## src/rtl/t1e1_pkg.sv

```systemverilog
package t1e1_pkg;

    localparam int CH_N       = 24;
    localparam int TS_N       = 32;
    localparam int BW         = 8;
    localparam int FRAME_BITS = TS_N * BW;
    localparam int POS_W      = $clog2(FRAME_BITS);
    localparam int CH_W       = $clog2(CH_N);

    localparam int SPLIT_LO_END = 15;
    localparam int SPLIT_HI_BEG = 17;
    localparam int SPLIT_HI_END = 25;
    localparam int SPLIT_F_TS   = 26;
    localparam int FILL_GROUP   = 4;

    typedef enum logic [1:0] {
        MAP_SPLIT  = 2'b00,
        MAP_FILLER = 2'b01,
        MAP_CONT   = 2'b10,
        MAP_RSVD   = 2'b11
    } map_mode_e;

    typedef enum logic [1:0] {
        SRC_ZERO,
        SRC_CHAN,
        SRC_FCUR,
        SRC_FNXT
    } src_kind_e;

    typedef struct packed {
        src_kind_e       kind;
        logic [CH_W-1:0] ch;
        logic [2:0]      bsel;
    } slot_src_t;

    // Where the bit at frame position pos comes from, for a given layout.
    function automatic slot_src_t locate(map_mode_e m, logic [POS_W-1:0] pos);
        slot_src_t s;
        int ts;
        int b;
        ts     = int'(pos) / BW;
        b      = int'(pos) % BW;
        s.kind = SRC_ZERO;
        s.ch   = '0;
        s.bsel = 3'(BW - 1 - b);
        case (m)
            MAP_SPLIT: begin
                if (ts >= 1 && ts <= SPLIT_LO_END) begin
                    s.kind = SRC_CHAN;
                    s.ch   = CH_W'(ts - 1);
                end else if (ts >= SPLIT_HI_BEG && ts <= SPLIT_HI_END) begin
                    s.kind = SRC_CHAN;
                    s.ch   = CH_W'(ts - 2);
                end else if (ts == SPLIT_F_TS && b == 0) begin
                    s.kind = SRC_FNXT;
                end
            end
            MAP_FILLER: begin
                if (ts % FILL_GROUP == 0) begin
                    if (ts == 0 && b == BW - 1) s.kind = SRC_FCUR;
                end else begin
                    s.kind = SRC_CHAN;
                    s.ch   = CH_W'((ts / FILL_GROUP) * (FILL_GROUP - 1)
                                   + (ts % FILL_GROUP) - 1);
                end
            end
            MAP_CONT: begin
                if (ts == 0 && b == BW - 1) begin
                    s.kind = SRC_FCUR;
                end else if (ts >= 1 && ts <= CH_N) begin
                    s.kind = SRC_CHAN;
                    s.ch   = CH_W'(ts - 1);
                end
            end
            default: s.kind = SRC_ZERO;
        endcase
        return s;
    endfunction

endpackage

```

## src/rtl/t1e1_bit_timer.sv

```systemverilog
module t1e1_bit_timer #(
    parameter int FRAME_BITS = 256,
    localparam int POS_W     = $clog2(FRAME_BITS)
) (
    input  logic             clk,
    input  logic             rst,
    output logic [POS_W-1:0] pos,
    output logic             frame_end
);
    localparam logic [POS_W-1:0] LAST = POS_W'(FRAME_BITS - 1);

    assign frame_end = (pos == LAST);

    always_ff @(posedge clk) begin
        if (rst)            pos <= '0;
        else if (frame_end) pos <= '0;
        else                pos <= pos + 1'b1;
    end

    assert_wrap_R7: assert property (@(posedge clk) disable iff (rst)
        (pos == LAST) |=> (pos == '0));

    assert_step_R7: assert property (@(posedge clk) disable iff (rst)
        (pos != LAST) |=> (pos == $past(pos) + 1'b1));

endmodule

```

## src/rtl/t1e1_frame_store.sv

```systemverilog
module t1e1_frame_store #(
    parameter int CH_N    = 24,
    parameter int BW      = 8,
    localparam int CH_W   = $clog2(CH_N)
) (
    input  logic            clk,
    input  logic            rst,
    input  logic            wr_en,
    input  logic            wr_sof,
    input  logic            wr_fbit,
    input  logic [BW-1:0]   wr_data,
    input  logic            swap_req,
    input  logic [CH_W-1:0] rd_ch,
    output logic [BW-1:0]   rd_byte,
    output logic            fbit_cur,
    output logic            fbit_next
);
    logic [BW-1:0]   mem [2][CH_N];
    logic            rd_bank;
    logic            pending;
    logic            fbit_nxt_q;
    logic [CH_W-1:0] widx;
    logic [CH_W-1:0] idx;

    assign idx       = wr_sof ? '0 : widx;
    assign rd_byte   = mem[rd_bank][rd_ch];
    assign fbit_next = pending & fbit_nxt_q;

    always_ff @(posedge clk) begin
        if (rst) begin
            for (int bk = 0; bk < 2; bk++)
                for (int c = 0; c < CH_N; c++)
                    mem[bk][c] <= '0;
            rd_bank    <= 1'b0;
            pending    <= 1'b0;
            fbit_nxt_q <= 1'b0;
            fbit_cur   <= 1'b0;
            widx       <= '0;
        end else begin
            if (wr_en) begin
                if (wr_sof) begin
                    fbit_nxt_q <= wr_fbit;
                    pending    <= 1'b0;
                end
                if (int'(idx) < CH_N) begin
                    mem[~rd_bank][idx] <= wr_data;
                    widx               <= idx + 1'b1;
                    if (int'(idx) == CH_N - 1) pending <= 1'b1;
                end
            end
            if (swap_req && pending) begin
                rd_bank  <= ~rd_bank;
                fbit_cur <= fbit_nxt_q;
                pending  <= 1'b0;
            end
        end
    end

    assert_fill_done_R9: assert property (@(posedge clk) disable iff (rst)
        (wr_en && !wr_sof && int'(widx) == CH_N - 1 && !swap_req) |=> pending);

    assert_take_over_R9: assert property (@(posedge clk) disable iff (rst)
        (swap_req && pending && !wr_en) |=> (rd_bank != $past(rd_bank)));

    assert_hold_bank_R9: assert property (@(posedge clk) disable iff (rst)
        (!swap_req) |=> $stable(rd_bank));

endmodule

```

## src/rtl/t1e1_mapper.sv

```systemverilog
module t1e1_mapper
    import t1e1_pkg::*;
#(
    parameter int DATA_W = BW
) (
    input  logic              clk,
    input  logic              rst,
    input  logic              wr_en,
    input  logic              wr_sof,
    input  logic              wr_fbit,
    input  logic [DATA_W-1:0] wr_data,
    input  logic [1:0]        map_mode,
    output logic              ser_out,
    output logic              fsync
);
    logic [POS_W-1:0]  pos;
    logic              frame_end;
    logic [DATA_W-1:0] rd_byte;
    logic              fbit_cur;
    logic              fbit_next;
    slot_src_t         src;
    logic              bit_val;

    t1e1_bit_timer #(.FRAME_BITS(FRAME_BITS)) timer_i (
        .clk       (clk),
        .rst       (rst),
        .pos       (pos),
        .frame_end (frame_end)
    );

    assign src = locate(map_mode_e'(map_mode), pos);

    t1e1_frame_store #(.CH_N(CH_N), .BW(DATA_W)) store_i (
        .clk       (clk),
        .rst       (rst),
        .wr_en     (wr_en),
        .wr_sof    (wr_sof),
        .wr_fbit   (wr_fbit),
        .wr_data   (wr_data),
        .swap_req  (frame_end),
        .rd_ch     (src.ch),
        .rd_byte   (rd_byte),
        .fbit_cur  (fbit_cur),
        .fbit_next (fbit_next)
    );

    always_comb begin
        case (src.kind)
            SRC_CHAN: bit_val = rd_byte[src.bsel];
            SRC_FCUR: bit_val = fbit_cur;
            SRC_FNXT: bit_val = fbit_next;
            default:  bit_val = 1'b0;
        endcase
    end

    always_comb begin
        if (src.kind == SRC_CHAN)
            assert_ch_range_R1: assert (int'(src.ch) < CH_N);
    end

    always_ff @(posedge clk) begin
        if (rst) begin
            ser_out <= 1'b0;
            fsync   <= 1'b0;
        end else begin
            ser_out <= bit_val;
            fsync   <= (pos == '0);
        end
    end

    assert_sync_pulse_R7: assert property (@(posedge clk) disable iff (rst)
        fsync |=> !fsync);

    assert_sync_slot_zero_R7: assert property (@(posedge clk) disable iff (rst)
        fsync |-> !ser_out);

    assert_reserved_zero_R8: assert property (@(posedge clk) disable iff (rst)
        (map_mode == 2'b11) |=> !ser_out);

endmodule

```

## config.mk

```make
export PLATFORM = sky130hd
export DESIGN_NAME = t1e1_mapper
export DESIGN_NICKNAME = d
export VERILOG_FILES = /design/src/rtl/t1e1_pkg.sv /design/src/rtl/t1e1_bit_timer.sv /design/src/rtl/t1e1_frame_store.sv /design/src/rtl/t1e1_mapper.sv
export SDC_FILE = /design/constraint.sdc
export NUM_CORES = 1
export LEC_CHECK = 0
export BUFFER_PORTS_ARGS = -buffer_cell sky130_fd_sc_hd__buf_2
export CAP_MARGIN = 15
export CORE_UTILIZATION = 65
export DETAILED_ROUTE_END_ITERATION = 10
export PLACE_DENSITY_LB_ADDON = 0.08
export SLEW_MARGIN = 20
export SYNTH_ARGS = -nofsm -noshare
export SYNTH_HDL_FRONTEND = slang
export SYNTH_SLANG_ARGS = --single-unit
export TNS_END_PERCENT = 30
```

## constraint.sdc

```tcl
create_clock -name clk -period 11.5 [get_ports clk]
set_input_delay 1.15 -clock clk [delete_from_list [all_inputs] [get_ports clk]]
set_output_delay 1.15 -clock clk [all_outputs]
set_load 0.1 [all_outputs]
```

==> impl_metrics.yaml <==
clock_network:
  clockBufferDepth: 3
  clkSlewWorstSetupHoldPaths_ps: 60
  htree_levels: 2
  cts_sinks: 404
  cts_tree: "yes"
  clock_latency_ps: 540
  cts_resized: 0
  cts_hold_buf: 0
  post_cts.repair.setup_buffers: 0
  cts_buffers: 42
  root_buffer: "clkbuf_16"
logic_synthesis:
  synthArstFlopShare_pct: 0
  ys_seq_area_share_pct: 62.99
  yosysTopAreaCell: "edfxtp_1"
  synth.distinct_cells: 71
  synth-seq-cells: 404
  syn-mean-instance-area_um2: 14.33
  synth_edf_count: 384
  ys_warn_count: 0
  ys.flop_type: "edfxtp_1"
  synthesis.nets: 1369
  syn_area_um2: 18940
  synthCells: 1322
  netlist.area_leader.share_pct: 60.88
  yosys-top-cells-area: "edfxtp_1 61%, mux4_2 8.7%, and2_1 7.0%, mux2i_1 3.0%, dfxtp_1 2.1%"
critical_path:
  cpMaxStageDelayCell: "buf_4"
  max_stage_delay_ps: 860
  crit_family: "buffers and inverters"
  worst_path_most_repeated_cell: "buf_4"
  cp.required_ps: 11930
  path_depth: 15
  critPathLaunchType: "register"
  arrival_ps: 6290
  path_buf_inv: 3
  critPathCaptureType: "register"
  crit_fanout: 64
  rr_worst_depth: 15
  path_class: "reg2reg"
  crit_chain: "inv_1 -> ha_1 -> and3_4 -> a2111o_1 -> a211o_1 -> o211ai_4 -> buf_4 -> buf_4 -> mux4_2 -> mux2_2 -> a311o_1 -> nor4_1 -> a2111oi_2 -> a311oi_1 -> nor2_1"
timing:
  finalHoldViolations: 0
  slew_headroom_pct: 28.50
  period_needed_ps: 5860
  finClkSkew_ps: 17.81
  fin_tns_setup_ps: 0
  fmax_mhz: 170.7
  period_share_pct: 50.95
  setup_violations: 0
  worstMarginPinSlew_ps: 1073
  drv_slew: 0
  rsz0062_at_grt: "no"
outcome:
  run_status: "finished, final reports clean"
worst_hold_path:
  hold_depth: 2
  hp-class: "reg2reg"
power:
  power.leakage_nw: 7.311
  peakVddDrop_mv: 0.1537
  p_per_area_nw_per_um2: 160.2
route:
  drt-vias-per-instance: 6.676
  wirelength_um: 49210
  antenna_left: 0
  vias: 11480
  wl_per_cell_um: 28.61
  drc: 0
  dr.first_iter.drc_count: 1513
  dr.pass1.iters: 6
die:
  initial_utilization_pct: 65.99
  core_um2: 28700
  pin_count: 17
  die_y_um: 172.7
  dieWidth_um: 172.7
  rows: 62
  dieArea_um2: 29830
job:
  maxCapViolations: 0
placed_design:
  hpwl_um: 30640
  placed_cells: 1644
  gp_congestion: 0.9071
  port-buffer-count: 16
layout:
  stdcell_count: 1720
  ff_latch_area_um2: 11940
  nets: 1351
  drive_above_1_share_pct: 15.79
  multi_input_area_um2: 6460
  fillers: 1885
  n_antenna_cell: 0
  syn2layout_area_growth_pct: 8.864
global_routing:
  grt_pass1_wl_um: 72940
  antenna_found_initial: 0
  grt_pass1_vias: 11470
  track_usage_pct: 33.76
  grt_max_degree: 65
  gr-total-overflow: 0
## sequential cells by signal, summed over array words and instances, names as in the netlist, named ones only
signal,cells
store_i.mem,384
timer_i.pos,8
store_i.widx,5
fsync,1
ser_out,1
store_i.fbit_cur,1
store_i.fbit_nxt_q,1
store_i.pending,1
store_i.rd_bank,1
## layout by cell type (no fill, tap or decap), types with 7 or more instances in the layout
| cell | n |
|---|---|
| bufinv_16 | 7 |
| nand2_1 | 76 |
| mux2i_1 | 57 |
| a22oi_1 | 10 |
| buf_2 | 16 |
| xnor2_1 | 13 |
| a21oi_1 | 36 |
| clkbuf_16 | 42 |
| o21ai_0 | 13 |
| a2111oi_0 | 7 |
| and3_1 | 37 |
| edfxtp_1 | 384 |
| clkbuf_1 | 13 |
| a211oi_1 | 11 |
| mux4_2 | 73 |
| nor2_1 | 55 |
| ha_1 | 30 |
| and2_1 | 209 |
| nor3_1 | 12 |
| nand3_1 | 21 |
| inv_1 | 21 |
| buf_4 | 24 |
| or2_2 | 26 |
| dfxtp_1 | 19 |
| o22ai_1 | 9 |
## final timing paths
check	startpoint	endpoint	slack, ps
setup / recovery	timer_i.pos[7]$_SDFF_PP0_	ser_out$_SDFF_PP0_	5640
hold / removal	store_i.fbit_cur$_SDFFE_PP0P_	store_i.fbit_cur$_SDFFE_PP0P_	490
setup reg to reg	timer_i.pos[7]$_SDFF_PP0_	ser_out$_SDFF_PP0_	5640
hold reg to reg	store_i.fbit_cur$_SDFFE_PP0P_	store_i.fbit_cur$_SDFFE_PP0P_	490
## cells in the mapped netlist, types with 13 or more instances
cell type  instances
a21oi_1           36
and2_1           212
and3_1            37
clkbuf_1          69
dfxtp_1           20
edfxtp_1         384
ha_1              30
inv_1             21
mux2i_1           57
mux4_2            73
nand2_1           76
nand3_1           21
nor2_1            55
o21ai_0           13
or2_2             26
xnor2_1           13
## per-layer routing
metal	up-vias	global-route usage, %	routed length [um]
met5	-	0	0
met4	0	13.05	1857
met2	684	53.83	23490
met3	112	6.706	4730
met1	5764	46.48	19140
li1	4922	-	-
## kinds of logic after synthesis
family          after synthesis  share of synthesized area [%]
simple gates                476                          13.92
flops                       404                          62.99
xor+xnor                     14                         0.6473
mux                         134                          11.93
fa+ha+maj                    32                          2.193
buf+inv                     124                          3.032
compound gates              138                          5.291
## stage by stage
stage               utilization [%]  power, mW  worst slack, ps  hold slack, ps  instance area [um2]
floorplan                         -      1.856             7260           436.5                18940
global placement              66.94      1.931             5782           455.7                19210
detailed placement            66.94      1.939             5726           467.7                19210
CTS                           71.83      3.302             5732           482.4                20620
global route                  71.84      3.377             5348           505.0                20620
finish                        71.84      3.304             5640           485.1                20620
## power by group
group | total, mW | internal [mW] | switching, mW
Combinational | 0.178 | 0.0453 | 0.133
Sequential | 1.73 | 1.71 | 0.0250
Clock | 1.39 | 0.836 | 0.556
## cell type report
cell class / count / area share (%)
clock buffers: 55 / 5.333
clock inverters: 21 / 1.468
inverters: 22 / 0.4005
multi-input cells: 794 / 31.33
flip-flops and latches: 404 / 57.88
well taps: 384 / 2.330
repair buffers: 40 / 1.262
## worst min-delay path: stages (launching register included)
cell	delay, ps
dfxtp_1	320
nand2_1	60
a21oi_1	60
(Power assumes the default switching activity.)
